<file path="src/rtl/spp_pkg.sv">
package spp_pkg;

    localparam int WORD_W  = 24;
    localparam int ADDR_W  = 2;
    localparam int REF_W   = 14;
    localparam int A_W     = 6;
    localparam int B_W     = 13;
    localparam int FUNC_W  = WORD_W - ADDR_W;

    localparam int REF_LSB  = 2;
    localparam int ABW_LSB  = 16;
    localparam int TEST_LSB = 18;
    localparam int PREC_BIT = 20;
    localparam int A_LSB    = 2;
    localparam int B_LSB    = 8;

    typedef enum logic [ADDR_W-1:0] {
        SEL_REF  = 2'b00,
        SEL_NDIV = 2'b01,
        SEL_FUNC = 2'b10,
        SEL_INIT = 2'b11
    } sel_e;

    typedef struct packed {
        logic [REF_W-1:0]  ref_div;
        logic              ref_bad;
        logic [1:0]        abw;
        logic [1:0]        test_bits;
        logic              lock_prec;
        logic [A_W-1:0]    a_cnt;
        logic [B_W-1:0]    b_cnt;
        logic [FUNC_W-1:0] func_word;
        logic              init_pulse;
    } bank_t;

endpackage

</file>
<file path="src/rtl/spp_sync.sv">
module spp_sync #(
    parameter int WIDTH  = 3,
    parameter int STAGES = 2
) (
    input  logic             clk,
    input  logic             rst_n,
    input  logic [WIDTH-1:0] async_i,
    output logic [WIDTH-1:0] sync_o
);

    typedef struct packed {
        logic [STAGES-1:0][WIDTH-1:0] pipe;
    } sync_t;

    sync_t state_d, state_q;

    always_comb begin
        state_d = state_q;
        state_d.pipe[0] = async_i;
        for (int i = 1; i < STAGES; i++) begin
            state_d.pipe[i] = state_q.pipe[i-1];
        end
    end

    always_ff @(posedge clk or negedge rst_n) begin
        if (!rst_n) state_q <= '0;
        else        state_q <= state_d;
    end

    assign sync_o = state_q.pipe[STAGES-1];

endmodule

</file>
<file path="src/rtl/spp_edge_det.sv">
module spp_edge_det (
    input  logic clk,
    input  logic rst_n,
    input  logic level_i,
    output logic rise_o
);

    typedef struct packed {
        logic last;
    } edge_t;

    edge_t state_d, state_q;

    always_comb begin
        state_d      = state_q;
        state_d.last = level_i;
    end

    always_ff @(posedge clk or negedge rst_n) begin
        if (!rst_n) state_q <= '0;
        else        state_q <= state_d;
    end

    assign rise_o = level_i & ~state_q.last;

endmodule

</file>
<file path="src/rtl/spp_shifter.sv">
module spp_shifter #(
    parameter int WIDTH = 24
) (
    input  logic             clk,
    input  logic             rst_n,
    input  logic             shift_i,
    input  logic             bit_i,
    output logic [WIDTH-1:0] word_o
);

    typedef struct packed {
        logic [WIDTH-1:0] word;
    } shift_t;

    shift_t state_d, state_q;

    always_comb begin
        state_d = state_q;
        if (shift_i) begin
            state_d.word = {state_q.word[WIDTH-2:0], bit_i};
        end
    end

    always_ff @(posedge clk or negedge rst_n) begin
        if (!rst_n) state_q <= '0;
        else        state_q <= state_d;
    end

    assign word_o = state_q.word;

endmodule

</file>
<file path="src/rtl/spp_latch_bank.sv">
module spp_latch_bank
    import spp_pkg::*;
(
    input  logic              clk,
    input  logic              rst_n,
    input  logic              load_i,
    input  logic [WORD_W-1:0] word_i,
    output bank_t             bank_o
);

    bank_t state_d, state_q;
    sel_e  sel;

    assign sel = sel_e'(word_i[ADDR_W-1:0]);

    always_comb begin
        state_d            = state_q;
        state_d.init_pulse = 1'b0;
        if (load_i) begin
            unique case (sel)
                SEL_REF: begin
                    state_d.ref_div   = word_i[REF_LSB +: REF_W];
                    state_d.ref_bad   = (word_i[REF_LSB +: REF_W] == '0);
                    state_d.abw       = word_i[ABW_LSB +: 2];
                    state_d.test_bits = word_i[TEST_LSB +: 2];
                    state_d.lock_prec = word_i[PREC_BIT];
                end
                SEL_NDIV: begin
                    state_d.a_cnt = word_i[A_LSB +: A_W];
                    state_d.b_cnt = word_i[B_LSB +: B_W];
                end
                SEL_FUNC: begin
                    state_d.func_word = word_i[WORD_W-1:ADDR_W];
                end
                SEL_INIT: begin
                    state_d.func_word  = word_i[WORD_W-1:ADDR_W];
                    state_d.init_pulse = 1'b1;
                end
                default: ;
            endcase
        end
    end

    always_ff @(posedge clk or negedge rst_n) begin
        if (!rst_n) state_q <= '0;
        else        state_q <= state_d;
    end

    assign bank_o = state_q;

endmodule

</file>
<file path="src/rtl/synth_prog_port.sv">
module synth_prog_port
    import spp_pkg::*;
#(
    parameter int SYNC_STAGES = 2
) (
    input  logic              clk,
    input  logic              rst_n,
    input  logic              sclk_i,
    input  logic              sdata_i,
    input  logic              sle_i,
    output logic [REF_W-1:0]  ref_div_o,
    output logic              ref_bad_o,
    output logic [1:0]        abw_o,
    output logic [1:0]        test_bits_o,
    output logic              lock_prec_o,
    output logic [A_W-1:0]    a_cnt_o,
    output logic [B_W-1:0]    b_cnt_o,
    output logic [FUNC_W-1:0] func_word_o,
    output logic              init_pulse_o
);

    localparam int NWIRES = 3;

    logic [NWIRES-1:0] wires_s;
    logic              sclk_rise;
    logic              le_rise;
    logic [WORD_W-1:0] shift_word;
    bank_t             bank;

    spp_sync #(.WIDTH(NWIRES), .STAGES(SYNC_STAGES)) i_sync (
        .clk    (clk),
        .rst_n  (rst_n),
        .async_i({sle_i, sclk_i, sdata_i}),
        .sync_o (wires_s)
    );

    spp_edge_det i_sclk_edge (
        .clk    (clk),
        .rst_n  (rst_n),
        .level_i(wires_s[1]),
        .rise_o (sclk_rise)
    );

    spp_edge_det i_le_edge (
        .clk    (clk),
        .rst_n  (rst_n),
        .level_i(wires_s[2]),
        .rise_o (le_rise)
    );

    spp_shifter #(.WIDTH(WORD_W)) i_shifter (
        .clk    (clk),
        .rst_n  (rst_n),
        .shift_i(sclk_rise),
        .bit_i  (wires_s[0]),
        .word_o (shift_word)
    );

    spp_latch_bank i_bank (
        .clk   (clk),
        .rst_n (rst_n),
        .load_i(le_rise),
        .word_i(shift_word),
        .bank_o(bank)
    );

    assign ref_div_o    = bank.ref_div;
    assign ref_bad_o    = bank.ref_bad;
    assign abw_o        = bank.abw;
    assign test_bits_o  = bank.test_bits;
    assign lock_prec_o  = bank.lock_prec;
    assign a_cnt_o      = bank.a_cnt;
    assign b_cnt_o      = bank.b_cnt;
    assign func_word_o  = bank.func_word;
    assign init_pulse_o = bank.init_pulse;

endmodule

</file>
<file path="config.mk">
export PLATFORM = sky130hd
export DESIGN_NAME = synth_prog_port
export DESIGN_NICKNAME = d
export VERILOG_FILES = /design/src/rtl/spp_pkg.sv /design/src/rtl/spp_sync.sv /design/src/rtl/spp_edge_det.sv /design/src/rtl/spp_shifter.sv /design/src/rtl/spp_latch_bank.sv /design/src/rtl/synth_prog_port.sv
export SDC_FILE = /design/constraint.sdc
export NUM_CORES = 1
export LEC_CHECK = 0
export BUFFER_PORTS_ARGS = -buffer_cell sky130_fd_sc_hd__buf_2
export CAP_MARGIN = 20
export CORE_UTILIZATION = 26
export CTS_CLUSTER_DIAMETER = 60
export CTS_CLUSTER_SIZE = 40
export DETAILED_ROUTE_END_ITERATION = 10
export PLACE_DENSITY = 0.51
export SYNTH_ARGS = -nofsm -noshare
export SYNTH_HDL_FRONTEND = slang
export SYNTH_SLANG_ARGS = --single-unit
</file>
<file path="constraint.sdc">
create_clock -name clk -period 1.9 [get_ports clk]
set_input_delay 0.19 -clock clk [delete_from_list [all_inputs] [get_ports clk]]
set_output_delay 0.19 -clock clk [all_outputs]
set_load 0.1 [all_outputs]
</file>
# Word level (Yosys, flattened, before mapping)
# Cells that the tools add are included.
[op_classes] n_eq_ne=3 mux=2 bitwise=4 reduce_logical=6
[op_table] op="$logic_not A14 Y1" n=1
[op_table] op="$reduce_and A2 Y1" n=3
[op_table] op="$eq A2 B2 Y1 const B" n=2
[op_table] op="$and A1 B1 Y1" n=2
[op_table] op="$eq A2 B1 Y1 const B" n=1
[op_table] op="$logic_not A2 Y1" n=1
[op_table] op="$mux W1" n=2
[op_table] op="$not A1 Y1" n=2
[op_table] op="$reduce_or A2 Y1" n=1
[totals] register_bits=94 in_bits=5 output_inout_bits=62 elab_cells=29

# Logic depth before layout (Yosys ltp)
# Gate-level depths: netlist of run 1.
[logic_depth] word_depth=3 ltp_mapped=5 ltp_nobuf=3

# Modules after synthesis
# From an unflattened synthesis of run 1, not the netlist that was laid out.
[unflattened] hier_cells=199 hier_area_um2=3613.5
[modules_own_cells] module="spp_latch_bank" n_inst=1 cells_per_inst=138 area_per_inst_um2=2388.5 seq_area_each_um2=1551.5
[modules_own_cells] module="spp_shifter" n_inst=1 cells_per_inst=51 area_per_inst_um2=997.2 seq_area_each_um2=600.6
[modules_own_cells] module="spp_sync" n_inst=1 cells_per_inst=6 area_per_inst_um2=150.1 seq_area_each_um2=150.1
[modules_own_cells] module="spp_edge_det" n_inst=2 cells_per_inst=2 area_per_inst_um2=38.8 seq_area_each_um2=25.0

# Least setup slack after synthesis of run 1
# Ideal clock, no wire load.
[synth_timing] path_kind="reg-to-reg" from="register i_shifter.state_q, in the netlist i_shifter.word_o[1]" to="register i_bank.state_q, in the netlist i_bank.bank_o[25]" setup_time_ps=128 arrival_time_ps=1317 t_required_ps=1772 setup_slack_ps=455 stages_incl_launch_ff=5 n_path_buf=2 period_less_slack_ps=1445 path_cell_list="dfrtp_1 > nor4b_2 > buf_4 > buf_6 > mux2_1"
[synth_between] elab_chain_cells=2
[synth_lines] item="start: declaration" line_no="spp_shifter.sv:15" source="shift_t state_d, state_q;"
[synth_lines] item="start signal: assignment" line_no="spp_shifter.sv:26" source="else state_q <= state_d;"
[synth_lines] item="$eq A2 B1 Y1" line_no="spp_latch_bank.sv:20" source="unique case (sel)"
[synth_lines] item="$reduce_and A2 Y1 (no line)"
[synth_lines] item="end signal: assignment" line_no="spp_latch_bank.sv:46" source="else state_q <= state_d;"
[synth_lines] item="end: declaration" line_no="spp_latch_bank.sv:11" source="bank_t state_d, state_q;"
# Every way passes these cells.
# A chain may end at the register's enable or synchronous reset.

# Final worst setup path of run 1
[layout_timing] from="register i_shifter.state_q, in the netlist i_shifter.word_o[1]" to="register i_bank.state_q, in the netlist i_bank.bank_o[53]"
[layout_between] elab_chain_cells=2
[layout_lines] item="$logic_not A2 Y1" line_no="spp_latch_bank.sv:20"
[layout_lines] item="$reduce_and A2 Y1 (no line)"
# Every way passes these cells.

==> impl_metrics.ini, run 1 <==
[status]
status = completed

[route]
wl_um = 6960
drcViolationCount = 0
vias = 1931
detail_route.iter0.violations = 53
antenna_left = 0
first_pass_iters = 4
wl_per_cell_um = 15.2
viasPerCell = 4.23

[clocking]
hold_buffers = 4
cts_setup_buffers = 0
clockRootBuffer = clkbuf_16
numCtsBuffers = 9
cts_tree = built
clk_latency_ns = 0.33
ctsResizeCount = 0
cts.sinks = 94
cts-htree-levels = 3
clkTransAtPathRegs_ns = 0.06
cts_buffer_depth = 2

[worst_setup_path]
startpoint = i_shifter.word_o[1]
crit_buf_inv = 1
cp.depth = 3
cp_max_fo = 13
end_kind = flop
cp_slowest_cell = dfrtp_1
r2r_slack_ns = 0.36
endpoint = i_bank.bank_o[53]
r2r_start = i_shifter.word_o[1]
reg2regPathDepth = 3
critPathRequiredTime_ns = 2.12
crit_chain = nor4b_4 > buf_4 > mux2_2
cp_top_family = flip-flops
slowest_delay_ns = 0.45
critical_path_arrival_ns = 1.76
path_class = flop to flop
reg2reg_to = i_bank.bank_o[53]
worst_setup_path_start_kind = flop

[floorplan]
die_w_um = 117
start_util_pct = 27.0
fp.dieArea_sq_um = 13700
rows = 41
core_area_sq_um = 12800
die_h_um = 117
io_pins = 67

[sta]
fin_hold_ws_ns = 0.347
fmax_ghz = 0.649
maxSlewHeadroom_pct = 65.6
skew_ns = 0.00558
finalCritPeriodShare_pct = 81.1
hold_viol = 0
finalSetupViolations = 0
rsz0062_at_grt = no
setup_tns_ns = 0
worst_pin_slew_ns = 0.516
drv_slew = 0
period_minus_slack_ns = 1.54

[grt]
grtUsageMet2_pct = 17.3
grt_overflow = 0
grt_pass1_vias = 1999
antenna_found_initial = 0
globalRouteMet1Util_pct = 15.3
grt_max_degree = 39
top_usage_layer = met2
grt_pass1_wl_um = 11400
use_met3_pct = 4.58
track_usage_pct = 11.6

[run]
cap_violations = 0

[yosys]
yosysTopAreaCell = dfrtp_1
yosys_warnings = 0
synth_area_leaders = dfrtp_1, mux2_2, mux2_1
yosysSeqAreaShare_pct = 68.2
yosysTopAreaCellShare_pct = 68.2
syn_area_sq_um = 3450
ys_types = 17
ys_ff_latch = 94
syn_inst = 200
avgSynthCellArea_sq_um = 17.2
synth_nets = 205

[finish]
drive_above_1_share_pct = 57.5
fin_nets = 287
fillers = 1277
area_growth_pct = 25.9
diodes = 0
post-route-util_pct = 34.0
postLayoutCellArea_sq_um = 4340

[place]
place_area_sq_um = 4040
gp_congestion = 0.673
io_buffer_count = 66
dpl.hpwl_um = 4790

[min_path]
min_path_type = flop to flop
[placed cells by master, fill, tap and decap left out]
cell type | synthesis | routed
or4_1 | 1 | 1
nor4b_4 | 0 | 2
nand3b_1 | 1 | 1
clkbuf_16 | 0 | 9
clkinv_2 | 0 | 2
buf_12 | 0 | 1
buf_2 | 5 | 65
nand2_1 | 1 | 1
nor2b_1 | 2 | 1
nor2_1 | 1 | 1
nor2b_2 | 0 | 1
inv_2 | 1 | 1
nor3_1 | 1 | 1
mux2_1 | 11 | 11
buf_4 | 3 | 10
o21ai_0 | 1 | 1
clkbuf_8 | 0 | 1
dlygate4sd3_1 | 0 | 4
mux2_2 | 72 | 72
dfrtp_1 | 94 | 94
a41o_1 | 1 | 1
nor4_1 | 2 | 2
clkbuf_1 | 0 | 2
[sequential cells by signal, indices dropped and copies added (netlist names)]
register and cells:
i_sync.state_d 3, i_bank.bank_o 62, i_sync.sync_o 3, i_shifter.word_o 24, i_le_edge.state_q 1, i_sclk_edge.state_q 1
[per-layer routing]
metal / wire [um] / part of all wire (%)
met1: 3310 / 48
met2: 3170 / 46
met3: 407 / 5.8
met4: 74 / 1.1
met5: 0 / 0
[synth_stat cells]
library cell / count
nor4_1: 2
or4_1: 1
buf_4: 3
nor2b_1: 2
buf_2: 5
nor2_1: 1
inv_2: 1
nand3b_1: 1
mux2_2: 72
mux2_1: 11
nand2_1: 1
nor4b_2: 2
buf_6: 1
nor3_1: 1
a41o_1: 1
dfrtp_1: 94
o21ai_0: 1
[kinds of logic after synthesis]
kind of cell	count (synthesis)	synth area share, %
muxes	83	27.1
AOI/OAI and AO/OA	2	0.435
and+or+nand+nor	11	2.40
DFF	94	68.2
buffers and inverters	10	1.81
[area by class of cell]
type | count | area, sq um | area share (%)
tap | 172 | 215 | 4.96
timing repair buffer | 80 | 460 | 10.6
clock buffer | 12 | 246 | 5.68
multi-input combinational | 96 | 1050 | 24.2
clock inverter | 2 | 10.0 | 0.231
sequential | 94 | 2350 | 54.2
inverter | 1 | 3.75 | 0.0865
[how the worst min path moves through the flow]
stage | cells past startpoint | start | to | slack, ns
4_1_cts | 0 | i_sync.state_d[3] | i_sync.sync_o[0] | 0.35
3_3_place_gp | 1 | rst_n | i_bank.bank_o[16] | 0.20
6_report | 0 | i_sync.state_d[3] | i_sync.sync_o[0] | 0.35
2_1_floorplan | 0 | rst_n | i_bank.bank_o[0] | -0.11
3_5_place_dp | 1 | rst_n | i_bank.bank_o[16] | 0.21
5_1_grt | 0 | i_sync.state_d[3] | i_sync.sync_o[0] | 0.36
[metrics by stage]
step | setup slack (ns) | cells
after floorplan | 0.455 | 200
after global placement | 0.376 | 439
after detailed placement | 0.346 | 439
after CTS | 0.332 | 457
after global routing | 0.272 | 457
final | 0.358 | 457
Power of run 1 is left out: the tool's default activity adds up to more than one toggle a clock period on the data nets, which glitch-free logic cannot reach.
==> run 2: changes to the inputs <==
--- a/config.mk
+++ b/config.mk
@@ -11,7 +11,7 @@
 export CTS_CLUSTER_DIAMETER = 60
 export CTS_CLUSTER_SIZE = 40
 export DETAILED_ROUTE_END_ITERATION = 10
-export PLACE_DENSITY = 0.51
+export PLACE_DENSITY = 0.52
 export SYNTH_ARGS = -nofsm -noshare
 export SYNTH_HDL_FRONTEND = slang
 export SYNTH_SLANG_ARGS = --single-unit
==> constraint.sdc (replaced) <==
create_clock -name clk -period 1.4 [get_ports clk]
set_input_delay 0.14 -clock clk [delete_from_list [all_inputs] [get_ports clk]]
set_output_delay 0.14 -clock clk [all_outputs]
set_load 0.1 [all_outputs]
==> run 2 against run 1 <==
Compared with the run above: the flow now finishes with violations (setup timing); register-to-register slack got worse by 0.43 ns; highest routed layer unchanged; largest cell class unchanged; via count up 2.3%; sequential cell count unchanged; clock skew rose by 0.00087 ns; worst setup slack lost 0.43 ns; final cell count increased by 2.2%.
==> impl_metrics.ini, run 2 (synthesized netlist as in run 1, its figures left out) <==
[route]
route.met3.wl_um = 306
met1_length_um = 3520
top_layer = met4
antenna_left = 0
first_pass_iters = 4
wl_um = 7290
detail_route.iter0.violations = 50
wl_per_cell_um = 15.6
vias = 1975
drcViolationCount = 0
viasPerCell = 4.23
dr_wl_met2_um = 3350

[place]
gp_congestion = 0.650
dpl.hpwl_um = 4730
io_buffer_count = 66
dpl_worst_slack_ns = -0.115
place_area_sq_um = 4180

[status]
violations = setup timing
status = finished, violations left

[min_path]
min_path_type = primary input to asynchronous set/reset pin

[floorplan]
io_pins = 67
die_w_um = 117
start_util_pct = 27.0
fp.dieArea_sq_um = 13700
rows = 41
die_h_um = 117
core_area_sq_um = 12800

[finish]
postLayoutCellArea_sq_um = 4710
multi_input_area_sq_um = 1200
final_cell_mix = dfrtp_1, buf_2, mux2_2
seq_area_sq_um = 2350
fillers = 1230
diodes = 0
largest_reg_flops = 62
drive_above_1_share_pct = 64.4
final_common_cell = dfrtp_1
fin_nets = 295
area_growth_pct = 36.8

[grt]
grt_overflow = 0
grt_pass1_wl_um = 11600
grt_pass1_vias = 2082
grt_max_degree = 35
antenna_found_initial = 0
track_usage_pct = 11.5

[clocking]
clockRootBuffer = clkbuf_16
cts.sinks = 94
clk_latency_ns = 0.34
cts_buffer_depth = 2
numCtsBuffers = 9
cts-htree-levels = 3
clkTransAtPathRegs_ns = 0.07
cts_tree = built

[worst_setup_path]
crit_chain = nor4b_4 > buf_6 > mux2_4
slowest_delay_ns = 0.45
cp_slowest_cell = dfrtp_2
end_kind = flop
reg2regPathDepth = 3
critical_path_arrival_ns = 1.69
path_class = flop to flop
worst_setup_path_start_kind = flop
cp_max_fo = 8
critPathRequiredTime_ns = 1.62

[sta]
worst_pin_slew_ns = 0.505
rsz0062_at_grt = yes
period_minus_slack_ns = 1.48
setup_slack_ns = -0.0752
finalSetupViolations = 39
hold_viol = 0
fin_hold_ws_ns = 0.282
maxSlewHeadroom_pct = 66.6
drv_slew = 0
fmax_ghz = 0.678
skew_ns = 0.00645
finalCritPeriodShare_pct = 105

[run]
cap_violations = 0
run 2: worst paths after layout:
| check | startpoint | to | slack [ns] |
|---|---|---|---|
| setup / recovery | i_le_edge.state_q | i_bank.bank_o[31] | -0.08 |
| hold reg to reg | i_sync.state_d[4] | i_sync.sync_o[1] | 0.35 |
| hold / removal | rst_n | i_bank.bank_o[15] | 0.28 |
| max in group asynchronous | rst_n | i_bank.bank_o[30] | 0.58 |
| min in group clk | i_sync.state_d[4] | i_sync.sync_o[1] | 0.35 |
| setup reg to reg | i_le_edge.state_q | i_bank.bank_o[31] | -0.08 |
run 2: final cells by class:
class                   instances  area share, %
flip-flops and latches         94           49.9
inverters                       1         0.0796
clock buffers                  10           5.07
repair buffers                 88           13.0
multi-input cells              96           25.5
well taps                     172           4.56
clock inverters                 6           1.94
run 2: metrics by stage:
step | util (%) | TNS [ns] | cells
2_1_floorplan | - | -0.403 | 200
5_1_grt | 36.9 | -4.29 | 467
4_1_cts | 36.3 | -2.93 | 465
6_report | 36.9 | -2.31 | 467
3_3_place_gp | 32.7 | -1.76 | 445
3_5_place_dp | 32.7 | -3.02 | 445
run 2: per-layer routing:
metal,global-route usage (%),vias to the layer above
li1,-,889
met1,15.5,1029
met2,17.4,47
met3,3.40,10
met4,4.56,0
met5,0,-
run 2: timing repair:
| action | 4_1_cts | 5_1_grt |
|---|---|---|
| hold buffers | 4 | 0 |
| gates resized for setup | 26 | 11 |
| endpoints found under the hold margin | 31 | 0 |
| gates cloned | 0 | 1 |
| pin swaps | 2 | 1 |
| setup endpoints to repair | 39 | 39 |
| buffers inserted | 0 | 1 |
run 2: worst max-delay path, delay by kind of cell (launching register included):
kind / cells / cell delay [ns]
multiplexers: 1 / 0.31
AND/OR/NAND/NOR: 1 / 0.38
buffers and inverters: 1 / 0.22
flip-flops: 1 / 0.45
Power of run 2 is left out for the same reason.
